==> config.mk <==
export PLATFORM = sky130hd
export DESIGN_NAME = dispbus_ctrl
export DESIGN_NICKNAME = d
export VERILOG_FILES = /design/src/rtl/dispbus_pkg.sv /design/src/rtl/dispbus_timer.sv /design/src/rtl/dispbus_rst_seq.sv /design/src/rtl/dispbus_cycle_fsm.sv /design/src/rtl/dispbus_ctrl.sv
export SDC_FILE = /design/constraint.sdc
export NUM_CORES = 1
export LEC_CHECK = 0
export ABC_AREA = 0
export CORE_MARGIN = 2
export CORE_UTILIZATION = 47
export DETAILED_ROUTE_END_ITERATION = 12
export GPL_TIMING_DRIVEN = 0
export PLACE_DENSITY = 0.76
export RECOVER_POWER = 50
export SYNTH_ARGS = -nofsm -noshare
export SYNTH_HDL_FRONTEND = slang
export SYNTH_SLANG_ARGS = --single-unit
==> constraint.sdc <==
create_clock -name clk -period 2.3 [get_ports clk]
set_input_delay 0.46 -clock clk [delete_from_list [all_inputs] [get_ports clk]]
set_output_delay 0.46 -clock clk [all_outputs]
set_load 0.005 [all_outputs]
==> src/rtl/dispbus_pkg.sv <==
package dispbus_pkg;

   typedef enum logic [2:0] {
      PH_IDLE,
      PH_SETUP,
      PH_ACTIVE,
      PH_HOLD,
      PH_RECOV
   } bus_phase_e;

   typedef enum logic [1:0] {
      RS_PULSE,
      RS_WAIT,
      RS_OPEN
   } rst_stage_e;

   // whole clock cycles covering a minimum time, never zero
   function automatic int unsigned ns_to_cycles(input int unsigned ns,
                                                input int unsigned period_ns);
      int unsigned c;
      c = (ns + period_ns - 1) / period_ns;
      if (c < 1) c = 1;
      return c;
   endfunction

   function automatic int unsigned max_u(input int unsigned a, input int unsigned b);
      return (a > b) ? a : b;
   endfunction

endpackage

==> src/rtl/dispbus_timer.sv <==
module dispbus_timer #(
   parameter int unsigned CNT_W = 8,
   parameter int unsigned INIT  = 0
) (
   input  logic             clk,
   input  logic             rst_n,
   input  logic             load,
   input  logic [CNT_W-1:0] load_val,
   output logic             expired
);

   logic [CNT_W-1:0] cnt_q;

   always_ff @(posedge clk or negedge rst_n) begin
      if (!rst_n) begin
         cnt_q <= CNT_W'(INIT);
      end else if (load) begin
         cnt_q <= load_val;
      end else if (cnt_q != '0) begin
         cnt_q <= cnt_q - 1'b1;
      end
   end

   assign expired = (cnt_q == '0);

endmodule

==> src/rtl/dispbus_rst_seq.sv <==
module dispbus_rst_seq
   import dispbus_pkg::*;
#(
   parameter int unsigned CNT_W     = 16,
   parameter int unsigned PULSE_CYC = 75,
   parameter int unsigned WAIT_CYC  = 27500
) (
   input  logic clk,
   input  logic rst_n,
   output logic bus_rst_n,
   output logic open_q
);

   localparam logic [CNT_W-1:0] WAIT_LD = CNT_W'(WAIT_CYC - 1);

   rst_stage_e stage_q;
   logic       t_load;
   logic       t_exp;

   assign t_load = (stage_q == RS_PULSE) && t_exp;

   dispbus_timer #(
      .CNT_W (CNT_W),
      .INIT  (PULSE_CYC - 1)
   ) u_tmr (
      .clk      (clk),
      .rst_n    (rst_n),
      .load     (t_load),
      .load_val (WAIT_LD),
      .expired  (t_exp)
   );

   always_ff @(posedge clk or negedge rst_n) begin
      if (!rst_n) begin
         stage_q   <= RS_PULSE;
         bus_rst_n <= 1'b0;
         open_q    <= 1'b0;
      end else begin
         case (stage_q)
            RS_PULSE: if (t_exp) begin
               stage_q   <= RS_WAIT;
               bus_rst_n <= 1'b1;
            end
            RS_WAIT: if (t_exp) begin
               stage_q <= RS_OPEN;
               open_q  <= 1'b1;
            end
            default: ;
         endcase
      end
   end

endmodule

==> src/rtl/dispbus_cycle_fsm.sv <==
module dispbus_cycle_fsm
   import dispbus_pkg::*;
#(
   parameter int unsigned ADDR_W     = 5,
   parameter int unsigned DATA_W     = 8,
   parameter int unsigned CNT_W      = 16,
   parameter int unsigned ACS_CYC    = 3,
   parameter int unsigned ACT_WR_CYC = 35,
   parameter int unsigned ACT_RD_CYC = 40,
   parameter int unsigned HLD_WR_CYC = 5,
   parameter int unsigned HLD_RD_CYC = 5,
   parameter int unsigned REC_CYC    = 15,
   parameter bit          WRITE_ONLY = 1'b0
) (
   input  logic              clk,
   input  logic              rst_n,
   input  logic              open_q,
   input  logic              req_valid,
   output logic              req_ready,
   input  logic              req_write,
   input  logic [ADDR_W-1:0] req_addr,
   input  logic [DATA_W-1:0] req_wdata,
   output logic              rd_done,
   output logic [DATA_W-1:0] rd_data,
   output logic              ce_n,
   output logic              wr_n,
   output logic              rd_n,
   output logic              doe,
   output logic [ADDR_W-1:0] bus_addr,
   output logic [DATA_W-1:0] bus_dout,
   input  logic [DATA_W-1:0] bus_din
);

   localparam logic [CNT_W-1:0] ACS_LD  = CNT_W'(ACS_CYC - 1);
   localparam logic [CNT_W-1:0] ACTW_LD = CNT_W'(ACT_WR_CYC - 1);
   localparam logic [CNT_W-1:0] ACTR_LD = CNT_W'(ACT_RD_CYC - 1);
   localparam logic [CNT_W-1:0] HLDW_LD = CNT_W'(HLD_WR_CYC - 1);
   localparam logic [CNT_W-1:0] HLDR_LD = CNT_W'(HLD_RD_CYC - 1);
   localparam logic [CNT_W-1:0] REC_LD  = CNT_W'(REC_CYC - 1);

   bus_phase_e       phase_q;
   logic             is_wr_q;
   logic             kind_wr;
   logic             accept;
   logic             t_load;
   logic [CNT_W-1:0] t_val;
   logic             t_exp;

   generate
      if (WRITE_ONLY) begin : g_kind_wo
         assign kind_wr = 1'b1;
      end else begin : g_kind_rw
         assign kind_wr = req_write;
      end
   endgenerate

   assign req_ready = (phase_q == PH_IDLE) && open_q;
   assign accept    = req_valid && req_ready;

   always_comb begin
      t_load = 1'b0;
      t_val  = '0;
      case (phase_q)
         PH_IDLE: if (accept) begin
            t_load = 1'b1;
            t_val  = ACS_LD;
         end
         PH_SETUP: if (t_exp) begin
            t_load = 1'b1;
            t_val  = is_wr_q ? ACTW_LD : ACTR_LD;
         end
         PH_ACTIVE: if (t_exp) begin
            t_load = 1'b1;
            t_val  = is_wr_q ? HLDW_LD : HLDR_LD;
         end
         PH_HOLD: if (t_exp) begin
            t_load = 1'b1;
            t_val  = REC_LD;
         end
         default: ;
      endcase
   end

   dispbus_timer #(
      .CNT_W (CNT_W),
      .INIT  (0)
   ) u_tmr (
      .clk      (clk),
      .rst_n    (rst_n),
      .load     (t_load),
      .load_val (t_val),
      .expired  (t_exp)
   );

   always_ff @(posedge clk or negedge rst_n) begin
      if (!rst_n) begin
         phase_q  <= PH_IDLE;
         is_wr_q  <= 1'b0;
         ce_n     <= 1'b1;
         wr_n     <= 1'b1;
         rd_n     <= 1'b1;
         doe      <= 1'b0;
         bus_addr <= '0;
         bus_dout <= '0;
         rd_done  <= 1'b0;
         rd_data  <= '0;
      end else begin
         rd_done <= 1'b0;
         case (phase_q)
            PH_IDLE: if (accept) begin
               phase_q  <= PH_SETUP;
               is_wr_q  <= kind_wr;
               bus_addr <= req_addr;
               bus_dout <= req_wdata;
               doe      <= kind_wr;
            end
            PH_SETUP: if (t_exp) begin
               phase_q <= PH_ACTIVE;
               ce_n    <= 1'b0;
               if (is_wr_q) wr_n <= 1'b0;
               else         rd_n <= 1'b0;
            end
            PH_ACTIVE: if (t_exp) begin
               phase_q <= PH_HOLD;
               ce_n    <= 1'b1;
               wr_n    <= 1'b1;
               rd_n    <= 1'b1;
               if (!is_wr_q) begin
                  rd_done <= 1'b1;
                  rd_data <= bus_din;
               end
            end
            PH_HOLD: if (t_exp) begin
               phase_q <= PH_RECOV;
               doe     <= 1'b0;
            end
            PH_RECOV: if (t_exp) begin
               phase_q <= PH_IDLE;
            end
            default: phase_q <= PH_IDLE;
         endcase
      end
   end

endmodule

==> src/rtl/dispbus_ctrl.sv <==
module dispbus_ctrl
   import dispbus_pkg::*;
#(
   parameter int unsigned ADDR_W        = 5,
   parameter int unsigned DATA_W        = 8,
   parameter int unsigned CLK_PERIOD_NS = 4,
   parameter int unsigned T_ACS_NS      = 10,
   parameter int unsigned T_ACH_NS      = 20,
   parameter int unsigned T_CE_WR_NS    = 140,
   parameter int unsigned T_CE_RD_NS    = 160,
   parameter int unsigned T_CER_NS      = 60,
   parameter int unsigned T_WR_NS       = 100,
   parameter int unsigned T_WSU_NS      = 50,
   parameter int unsigned T_WH_NS       = 20,
   parameter int unsigned T_RDV_NS      = 75,
   parameter int unsigned T_DF_NS       = 10,
   parameter int unsigned T_RST_NS      = 300,
   parameter int unsigned T_RST_WAIT_NS = 110000,
   parameter bit          WRITE_ONLY    = 1'b0
) (
   input  logic              clk,
   input  logic              rst_n,
   input  logic              req_valid,
   output logic              req_ready,
   input  logic              req_write,
   input  logic [ADDR_W-1:0] req_addr,
   input  logic [DATA_W-1:0] req_wdata,
   output logic              rd_done,
   output logic [DATA_W-1:0] rd_data,
   output logic              bus_rst_n,
   output logic              bus_ce_n,
   output logic              bus_wr_n,
   output logic              bus_rd_n,
   output logic [ADDR_W-1:0] bus_addr,
   output logic [DATA_W-1:0] bus_dout,
   output logic              bus_doe,
   input  logic [DATA_W-1:0] bus_din
);

   localparam int unsigned ACS_CYC    = ns_to_cycles(T_ACS_NS, CLK_PERIOD_NS);
   localparam int unsigned ACT_WR_CYC = max_u(ns_to_cycles(T_CE_WR_NS, CLK_PERIOD_NS),
                                        max_u(ns_to_cycles(T_WR_NS, CLK_PERIOD_NS),
                                              ns_to_cycles(T_WSU_NS, CLK_PERIOD_NS)));
   localparam int unsigned ACT_RD_CYC = max_u(ns_to_cycles(T_CE_RD_NS, CLK_PERIOD_NS),
                                              ns_to_cycles(T_RDV_NS, CLK_PERIOD_NS));
   localparam int unsigned HLD_WR_CYC = max_u(ns_to_cycles(T_ACH_NS, CLK_PERIOD_NS),
                                              ns_to_cycles(T_WH_NS, CLK_PERIOD_NS));
   localparam int unsigned HLD_RD_CYC = max_u(ns_to_cycles(T_ACH_NS, CLK_PERIOD_NS),
                                              ns_to_cycles(T_DF_NS, CLK_PERIOD_NS));
   localparam int unsigned REC_CYC    = ns_to_cycles(T_CER_NS, CLK_PERIOD_NS);
   localparam int unsigned RST_CYC    = ns_to_cycles(T_RST_NS, CLK_PERIOD_NS);
   localparam int unsigned WAIT_CYC   = ns_to_cycles(T_RST_WAIT_NS, CLK_PERIOD_NS);
   localparam int unsigned LONGEST    = max_u(max_u(WAIT_CYC, RST_CYC),
                                        max_u(max_u(ACT_WR_CYC, ACT_RD_CYC),
                                        max_u(REC_CYC, max_u(HLD_WR_CYC, HLD_RD_CYC))));
   localparam int unsigned CNT_W      = $clog2(LONGEST + 1);

   generate
      if (CLK_PERIOD_NS == 0) begin : g_bad_period
         $error("CLK_PERIOD_NS must be nonzero");
      end
      if (ADDR_W < 1 || DATA_W < 1) begin : g_bad_width
         $error("ADDR_W and DATA_W must be at least 1");
      end
   endgenerate

   logic open_q;
   logic ce_n_q;
   logic wr_n_q;
   logic rd_n_q;

   dispbus_rst_seq #(
      .CNT_W     (CNT_W),
      .PULSE_CYC (RST_CYC),
      .WAIT_CYC  (WAIT_CYC)
   ) u_rst_seq (
      .clk       (clk),
      .rst_n     (rst_n),
      .bus_rst_n (bus_rst_n),
      .open_q    (open_q)
   );

   dispbus_cycle_fsm #(
      .ADDR_W     (ADDR_W),
      .DATA_W     (DATA_W),
      .CNT_W      (CNT_W),
      .ACS_CYC    (ACS_CYC),
      .ACT_WR_CYC (ACT_WR_CYC),
      .ACT_RD_CYC (ACT_RD_CYC),
      .HLD_WR_CYC (HLD_WR_CYC),
      .HLD_RD_CYC (HLD_RD_CYC),
      .REC_CYC    (REC_CYC),
      .WRITE_ONLY (WRITE_ONLY)
   ) u_fsm (
      .clk       (clk),
      .rst_n     (rst_n),
      .open_q    (open_q),
      .req_valid (req_valid),
      .req_ready (req_ready),
      .req_write (req_write),
      .req_addr  (req_addr),
      .req_wdata (req_wdata),
      .rd_done   (rd_done),
      .rd_data   (rd_data),
      .ce_n      (ce_n_q),
      .wr_n      (wr_n_q),
      .rd_n      (rd_n_q),
      .doe       (bus_doe),
      .bus_addr  (bus_addr),
      .bus_dout  (bus_dout),
      .bus_din   (bus_din)
   );

   assign bus_ce_n = ce_n_q;

   generate
      if (WRITE_ONLY) begin : g_strobe_wo
         assign bus_wr_n = ce_n_q;
         assign bus_rd_n = 1'b1;
      end else begin : g_strobe_rw
         assign bus_wr_n = wr_n_q;
         assign bus_rd_n = rd_n_q;
      end
   endgenerate

endmodule

# Yosys cells after proc, flatten, opt, wreduce, memory -nomap -nowiden
# Cells that the tools add are included.
# W data, S select, Z words.
dict set report word_totals {
  regBits 64
}
dict set report classes {
  bitwise_logic 1
  n_eq_ne 14
  mux 36
  reduce_logical 25
  add_sub_neg 2
}
# cell n
set ops {}
lappend ops {{$mux W15} 5}
lappend ops {{$pmux W15 S4} 1}
lappend ops {{$logic_not A15 Y1} 2}
lappend ops {{$reduce_bool A15 Y1} 2}
lappend ops {{$sub A15 B1 Y15 const B} 2}
lappend ops {{$mux W3} 7}
lappend ops {{$ne A2 B1 Y1 const B} 8}
lappend ops {{$pmux W3 S5} 1}
lappend ops {{$mux W1} 12}
lappend ops {{$reduce_and A3 Y1} 4}
lappend ops {{$pmux W1 S2} 5}
lappend ops {{$reduce_bool A2 Y1} 5}
lappend ops {{$reduce_and A4 Y1} 2}
lappend ops {{$eq A3 B2 Y1 const B} 2}
lappend ops {{$mux W2} 3}
lappend ops {{$reduce_and A2 Y1} 3}
lappend ops {{$reduce_and A5 Y1} 1}
lappend ops {{$mux W4} 1}
lappend ops {{$pmux W2 S2} 1}
lappend ops {{$eq A3 B1 Y1 const B} 1}
lappend ops {{$eq A3 B3 Y1 const B} 1}
lappend ops {{$logic_and A1 B1 Y1} 3}
lappend ops {{$logic_not A3 Y1} 1}
lappend ops {{$reduce_or A3 Y1} 1}
lappend ops {{4 further kinds} 4}

# Depth between registers and ports, before layout
# Gate-level depths: netlist (run 1).
dict set report logic_depth {
  depth_word 6
  mapped_depth 8
}

# Modules after synthesis
# A second synthesis (run 1) with hierarchy kept.
dict set report unflattened {
  hier_cells 274
  hier_area_um2 3141.8
}
# mod area_each_um2 instances seq_area_each_um2 cells_each
set modules_own_cells {}
lappend modules_own_cells {dispbus_cycle_fsm 1277.5 1 754.5 93}
lappend modules_own_cells {{dispbus_timer at u_rst_seq.u_tmr} 874.6 1 379.1 89}
lappend modules_own_cells {{dispbus_timer at u_fsm.u_tmr} 829.5 1 375.4 79}
lappend modules_own_cells {dispbus_rst_seq 160.2 1 100.1 13}

# Worst setup path before layout (run 1)
# Ideal clock, no wire load.
dict set report synth_path {
  path_type {reg2reg}
  from {reg u_fsm.u_tmr.cnt_q[0]}
  to {reg u_fsm.rd_data[0]}
  arrival_ns 2.050
  path_slack_ns 0.125
  required_ns 2.175
  path_stages_with_launch 9
  synth_period_minus_slack_ns 2.175
  setup_time_ns 0.125
  path_cell_list {dfrtp_1 -> inv_1 -> ha_1 -> or3b_1 -> nor4_4 -> and2_1 -> buf_4 -> nand4_4 -> mux2_2}
}
dict set report synth_via {
  elab_chain_cells 2
}
# element line_no
set synth_rtl {}
lappend synth_rtl {{start: declaration} dispbus_timer.sv:12} ;# logic [CNT_W-1:0] cnt_q;
lappend synth_rtl {{start signal: assignment} dispbus_timer.sv:16} ;# cnt_q <= CNT_W'(INIT);
lappend synth_rtl {{start signal: assignment} dispbus_timer.sv:18} ;# cnt_q <= load_val;
lappend synth_rtl {{start signal: assignment} dispbus_timer.sv:20} ;# cnt_q <= cnt_q - 1'b1;
lappend synth_rtl {{$logic_not A15 Y1} dispbus_timer.sv:24} ;# assign expired = (cnt_q == '0);
lappend synth_rtl {{$reduce_and A3 Y1 (no line)} -}
lappend synth_rtl {{end signal: assignment} dispbus_cycle_fsm.sv:130} ;# rd_data <= bus_din;
lappend synth_rtl {{end: declaration} dispbus_cycle_fsm.sv:24} ;# output logic [DATA_W-1:0] rd_data,
# No other way between the ends.
# A chain may end at the register's enable or synchronous reset.

# Worst setup path after layout (run 1)
dict set report layout_path {
  from {reg u_fsm.u_tmr.cnt_q[1]}
  to {reg u_fsm.rd_data[2]}
}
# Same word-level chain as after synthesis.

==> results of run 1 <==
[worst max-delay path: cells and delay by family, from the launching register on]
kind                     cells  cell delay, ns
buffers and inverters        2            0.22
flip-flops                   1            0.41
AND/OR/NAND/NOR              4            1.00
adder cells (fa/ha/maj)      1            0.13
multiplexers                 1            0.35
[power by group through the flow]
stage               combinational, mW  clock (mW)  sequential, mW
CTS                            0.0868        1.10            1.14
detailed placement             0.0857           0            1.16
finish                         0.0830        1.07            1.14
global route                   0.0918        1.15            1.14
global placement               0.0854           0            1.16
floorplan                     0.00682           0            1.16
[Yosys cell counts (2+ instances only)]
library cell	number	area share, %
nand2b_1	3	0.63
dfstp_2	6	5.3
and2_1	3	0.63
nand2_1	51	6.4
and3_1	2	0.42
o31ai_1	3	0.76
xnor2_1	7	2.1
a21boi_0	2	0.50
nor4_4	2	1.4
nor4b_1	3	0.88
nand3_1	6	1.0
dfrtp_1	58	49
inv_1	7	0.88
nor2_1	30	3.8
o41ai_1	2	0.59
nor4_1	2	0.42
a21oi_1	12	2.0
mux2i_1	9	3.0
nor3_1	12	2.0
xor2_1	5	1.5
o21ai_0	3	0.50
nand4_1	2	0.42
a31oi_1	2	0.42
ha_1	4	1.7
mux2_2	8	3.0
a2bb2oi_1	3	0.88
nor3b_1	2	0.50
or3_1	4	0.84
clkbuf_1	7	0.88
[cells in the final DEF (no fill, tap or decap), types with 4 or more instances in the layout]
cell type	synthesis	routed
a21oi_1	12	12
buf_4	1	9
clkbuf_1	7	7
clkbuf_8	0	10
clkdlybuf4s50_1	0	41
dfrtp_1	58	58
dfstp_2	6	6
dlygate4sd3_1	0	10
inv_1	7	5
mux2_2	8	7
mux2i_1	9	9
nand2_1	51	51
nand3_1	6	6
nor2_1	30	29
nor3_1	12	12
or3_1	4	4
xnor2_1	7	7
xor2_1	5	5
[cell type report]
type	instances	area (um^2)	share of cell area [%]
clock buffers	11	141	3.59
well taps	75	93.8	2.38
plain buffers	9	43.8	1.11
inverters	7	26.3	0.668
clock inverters	5	80.1	2.03
repair buffers	61	583	14.8
flip-flops and latches	64	1610	40.9
multi-input cells	205	1360	34.5
[routing by layer]
metal / GRT usage (%) / vias up / part of all wire, % / wire (um)
met5: 0 / - / 0 / 0
li1: - / 1148 / - / -
met3: 3.46 / 17 / 3.2 / 207
met2: 32.4 / 51 / 49 / 3160
met1: 24.4 / 1157 / 45 / 2890
met4: 10.6 / 0 / 2.9 / 189
[kinds of logic (layout without fill, tap and decap cells)]
kind of cell / Yosys count / count (layout) / synth area share [%]
AND/OR/NAND/NOR: 134 / 135 / 23.5
flip-flops: 64 / 64 / 54.1
AO/OA/AOI/OAI: 37 / 37 / 8.96
multiplexers: 17 / 17 / 6.06
buffers and inverters: 16 / 93 / 2.19
XOR/XNOR: 12 / 12 / 3.53
adder cells (fa/ha/maj): 4 / 4 / 1.68
[repair_timing]
action / CTS / global route
endpoints found under the setup margin: 24 / 28
buffers inserted: 7 / 2
cloned: 1 / 0
pin swaps: 1 / 4
gates resized for setup: 9 / 5
[state kept, by name, summed over array words and instances, names as in the netlist]
name	cells
u_fsm.bus_addr	5
u_fsm.bus_dout	8
u_fsm.ce_n	1
u_fsm.doe	1
u_fsm.is_wr_q	1
u_fsm.phase_q	3
u_fsm.rd_data	8
u_fsm.rd_done	1
u_fsm.rd_n	1
u_fsm.u_tmr.cnt_q	15
u_fsm.wr_n	1
u_rst_seq.bus_rst_n	1
u_rst_seq.open_q	1
u_rst_seq.stage_q	2
u_rst_seq.u_tmr.cnt_q	15
[worst max path at each step]
stage                                    start               end  slack, ns  cells past startpoint
after detailed placement  u_fsm.u_tmr.cnt_q[0]  u_fsm.rd_data[7]      -0.11                      8
final                     u_fsm.u_tmr.cnt_q[1]  u_fsm.rd_data[2]       0.08                      8
after global routing      u_fsm.u_tmr.cnt_q[1]        u_fsm.wr_n      0.007                      8
after CTS                 u_fsm.u_tmr.cnt_q[0]  u_fsm.rd_data[2]      0.005                      8
after floorplan           u_fsm.u_tmr.cnt_q[0]  u_fsm.rd_data[0]       0.12                      8
after global placement                   rst_n     u_fsm.rd_done      -1.29                      1
[per-stage QoR]
| step | worst slack (ns) | util [%] | TNS [ns] | hold WS, ns | instance area [um^2] |
|---|---|---|---|---|---|
| finish | 0.0825 | 65.3 | 0 | 0.468 | 3940 |
| floorplan | 0.125 | - | 0 | 0.164 | 2970 |
| global route | 0.00709 | 65.3 | 0 | 0.490 | 3940 |
| detailed placement | -0.112 | 59.5 | -1.92 | 0.461 | 3590 |
| CTS | 0.00540 | 64.8 | 0 | 0.215 | 3910 |
| global placement | -1.29 | 59.6 | -79.39 | 0.450 | 3590 |
==> results.txt, run 1 <==
Post-CTS Hold Fix Bufs -> 0
Placed Cells -> 411
Hold depth -> 2
CTS Buf Count -> 9
Post-route ant nets -> 0
H-tree levels -> 3
MaxCap Viol Count -> 1
Launching point of the worst reg2reg path -> u_fsm.u_tmr.cnt_q[1]
Pin count of the biggest net entering global routing -> 65
Synth Instances -> 284
Max Freq -> 451 MHz
CP Data Required Time -> 2.52 ns
Failing checks -> max-capacitance violations, max-slew violations
Die area -> 0.00698 mm^2
Reg2Reg Depth -> 8
Initial Util -> 49.4%
Int Power -> 1.82 mW
Post-detail-place hpwl -> 4220 um
Clock power share -> 46.7%
WL per Instance -> 14.8 um
Net Switching -> 467 uW
I/O Buffers -> 52
# rows -> 28
Total GRT Usage -> 19.6%
Tcrit/Tclk final -> 96.4%
Fillers -> 498
TritonRoute pass-1 iters -> 4
Slowest CP cell -> dfrtp_1
Netlist cell types -> 53
Synth Flop Type -> dfrtp_1
Status -> finished with violations
Vias per cell -> 5.43
Number of inserted diodes -> 0
Max Slew Vio Count -> 65
Power Density -> 581 mW/mm^2
Combinational share of power -> 3.6%
Nets -> 386
Sequential share of the synthesized area -> 54.1%
CTS tree -> done
Crit start category -> flip-flop
Post-route DRC -> 0
Ratio of cells with drive above 1 in the final layout -> 16.0%
Initial antenna violation count -> 0
Unrepaired setup endpoints after global routing -> no
Slew HR -> -1.89%
Sequential fraction of design power -> 49.7%
Fin crit period -> 2.22 ns
Overall Power -> 2.29 mW
Worst r2r dst -> u_fsm.rd_data[2]
Grt ovf -> 0
Cell at the root of the clock tree -> clkbuf_8
Initial DRC Count -> 123
Longest Clk Path Bufs -> 2
CP arrival -> 2.44 ns
Hold Crit Start -> u_fsm.bus_dout[5]
Die Span Y -> 83.5 um
Final GP Congestion -> 0.873
Register-to-register setup slack -> 0.08 ns
Hold endpoint -> u_fsm.bus_dout[5]
Die Width -> 83.5 um
Switching Fraction -> 20.4%
Synth Cell Area -> 0.00297 mm^2
Vias post-DR -> 2373
Number of global-route vias before repair -> 2412
Number of flops mapped to enable cells by yosys -> 0
First-pass GRT wire length -> 11000 um
Clock Pin Slew Worst Setup and Hold Paths -> 0.07 ns
Layout area overhead -> 32.3%
Worst hold path type -> reg -> reg
Clk sinks -> 64
Tightest Pin Transition -> 1.53 ns
DRT Wirelength -> 6450 um
Core Region -> 0.00603 mm^2
Fin cells -> 437
Async SR Flop Fraction -> 100%
# IOs -> 53
Max stage delay on crit path -> 0.41 ns
Worst skew pair latency -> 0.34 ns
Final Hold Fails -> 0
Peak supply drop -> 0.330 mV
Crit-path cells -> inv_2 -> ha_4 -> or3b_4 -> nor4_4 -> and2_4 -> buf_6 -> nand4_4 -> mux2_4
Worst setup path class -> reg -> reg
Syn Area/Cell -> 10.5 um^2
Lkg Pwr -> 1.78 nW
Endpoints failing setup -> 0
Syn nets -> 313
CP Max Fanout -> 6
CP Capture Type -> flip-flop
Synth Register Bits -> 64
Post-Route Skew -> 0.00919 ns
Yosys Warn Count -> 0
Note: power is estimated with default switching activity, not from simulation.
==> inputs of run 2 (changes only) <==
Settings changed: CORE_ASPECT_RATIO set to 0.9, CTS_CLUSTER_DIAMETER set to 40.
==> results.txt, run 2 (synthesis gave the netlist of run 1 again) <==
Register-to-register setup slack -> 0.07 ns
Die Span Y -> 79.5 um
Grt ovf -> 0
Worst skew pair latency -> 0.34 ns
Nets -> 390
Final GP Congestion -> 0.795
I/O Buffers -> 52
Core Region -> 0.00611 mm^2
Initial antenna violation count -> 0
Vias post-DR -> 2365
MaxCap Viol Count -> 1
Final worst slack -> 0.0660 ns
Setup TNS -> 0 ns
CP Max Fanout -> 5
Failing checks -> max-capacitance violations, max-slew violations
Setup Slack @ Placement -> -0.140 ns
Crit start category -> flip-flop
Worst hold path type -> in -> async
Die area -> 0.00698 mm^2
Pin count of the biggest net entering global routing -> 65
Worst r2r dst -> u_fsm.rd_data[2]
Number of global-route vias before repair -> 2326
Post-CTS Hold Fix Bufs -> 0
Clk sinks -> 64
Commonest cells after routing, fill and taps aside -> dfrtp_1, nand2_1, clkdlybuf4s50_1, nor2_1
Status -> finished with violations
Slowest CP cell -> dfrtp_1
Fin crit period -> 2.23 ns
Longest Clk Path Bufs -> 2
Max Freq -> 448 MHz
WL per Instance -> 14.1 um
Worst setup path class -> reg -> reg
Crit-path cells -> inv_2 -> ha_4 -> or3b_4 -> nor4_4 -> and2_1 -> buf_6 -> nand4_4 -> mux2_4
Tightest Pin Transition -> 1.57 ns
Area of the multi-input gates -> 0.00135 mm^2
Launching point of the worst reg2reg path -> u_fsm.u_tmr.cnt_q[1]
Vias per cell -> 5.22
# rows -> 27
Fillers -> 472
Initial DRC Count -> 87
CTS Buf Count -> 9
Die Width -> 87.9 um
CP arrival -> 2.46 ns
Post-route ant nets -> 0
Commonest non-fill, non-tap cell in the layout -> dfrtp_1
Register area -> 0.00161 mm^2
CP Data Required Time -> 2.52 ns
Peak supply drop -> 0.397 mV
Total GRT Usage -> 20.8%
Reg2Reg Depth -> 8
Max stage delay on crit path -> 0.43 ns
CP Capture Type -> flip-flop
Endpoints failing setup -> 0
Power Density -> 594 mW/mm^2
Initial Util -> 48.6%
Tcrit/Tclk final -> 97.1%
Cell at the root of the clock tree -> clkbuf_8
Final Hold Fails -> 0
Number of inserted diodes -> 0
Leading registers by flop count -> u_fsm.u_tmr.cnt_q (15), u_rst_seq.u_tmr.cnt_q (15)
Slew HR -> -4.68%
Max Slew Vio Count -> 65
Ratio of cells with drive above 1 in the final layout -> 17.5%
Overall Power -> 2.38 mW
Post-route DRC -> 0
H-tree levels -> 3
Layout area overhead -> 34.9%
Post-detail-place hpwl -> 4130 um
# IOs -> 53
First-pass GRT wire length -> 11200 um
Clock Pin Slew Worst Setup and Hold Paths -> 0.07 ns
Post-Route Skew -> 0.00668 ns
Lkg Pwr -> 1.82 nW
TritonRoute pass-1 iters -> 4
CTS tree -> done
DRT Wirelength -> 6390 um
[run 2: worst max-delay path by stage]
stage,end,slack [ns],from,cells after the start
after floorplan,u_fsm.rd_data[0],0.12,u_fsm.u_tmr.cnt_q[0],8
after global placement,u_fsm.bus_dout[3],-1.31,rst_n,1
after detailed placement,u_fsm.rd_data[1],-0.14,u_fsm.u_tmr.cnt_q[0],8
after CTS,u_fsm.rd_data[2],0.008,u_fsm.u_tmr.cnt_q[0],8
after global routing,u_fsm.rd_n,-0.008,u_fsm.u_tmr.cnt_q[7],6
final,u_fsm.rd_data[2],0.07,u_fsm.u_tmr.cnt_q[1],8
[run 2: metal layers]
metal | track usage (%) | share of wire, %
met3 | 7.03 | 5.9
met5 | 0 | 0
met4 | 6.15 | 0.96
met1 | 27.9 | 44
met2 | 31.9 | 49
[run 2: area by class of cell]
type	count	area share [%]
Buffer	9	1.09
Inverter	7	0.655
Tap cell	87	2.71
Sequential cell	64	40.1
Clock inverter	7	2.99
Timing Repair Buffer	65	15.6
Multi-Input combinational cell	205	33.7
Clock buffer	9	3.09
[run 2: worst max-delay path: cells and delay by family (launching register included)]
kind / cells / cell delay (ns)
AND/OR/NAND/NOR: 4 / 0.99
flip-flops: 1 / 0.43
buffers and inverters: 2 / 0.23
multiplexers: 1 / 0.34
adder cells (fa/ha/maj): 1 / 0.13
[run 2: power by group]
group / leakage, nW / switching, mW / total (mW) / internal (mW)
registers: 0.797 / 0.00326 / 1.14 / 1.13
logic: 0.904 / 0.0318 / 0.0824 / 0.0506
clock network: 0.119 / 0.445 / 1.17 / 0.721
total: 1.82 / 0.480 / 2.38 / 1.90
[run 2: metrics by stage]
step,area [um^2],hold WS (ns),std cells,util (%)
after floorplan,2970,0.164,284,-
after global placement,3600,0.454,423,58.9
after detailed placement,3600,0.462,423,58.9
after CTS,3990,0.229,452,65.2
after global routing,4010,0.501,453,65.6
final,4010,0.473,453,65.6
[run 2: timing repair]
item | 4_1_cts | 5_1_grt
setup endpoints to repair | 24 | 17
pin swaps | 1 | 2
gates resized for setup | 8 | 6
cloned | 1 | 0
buffers inserted | 12 | 1
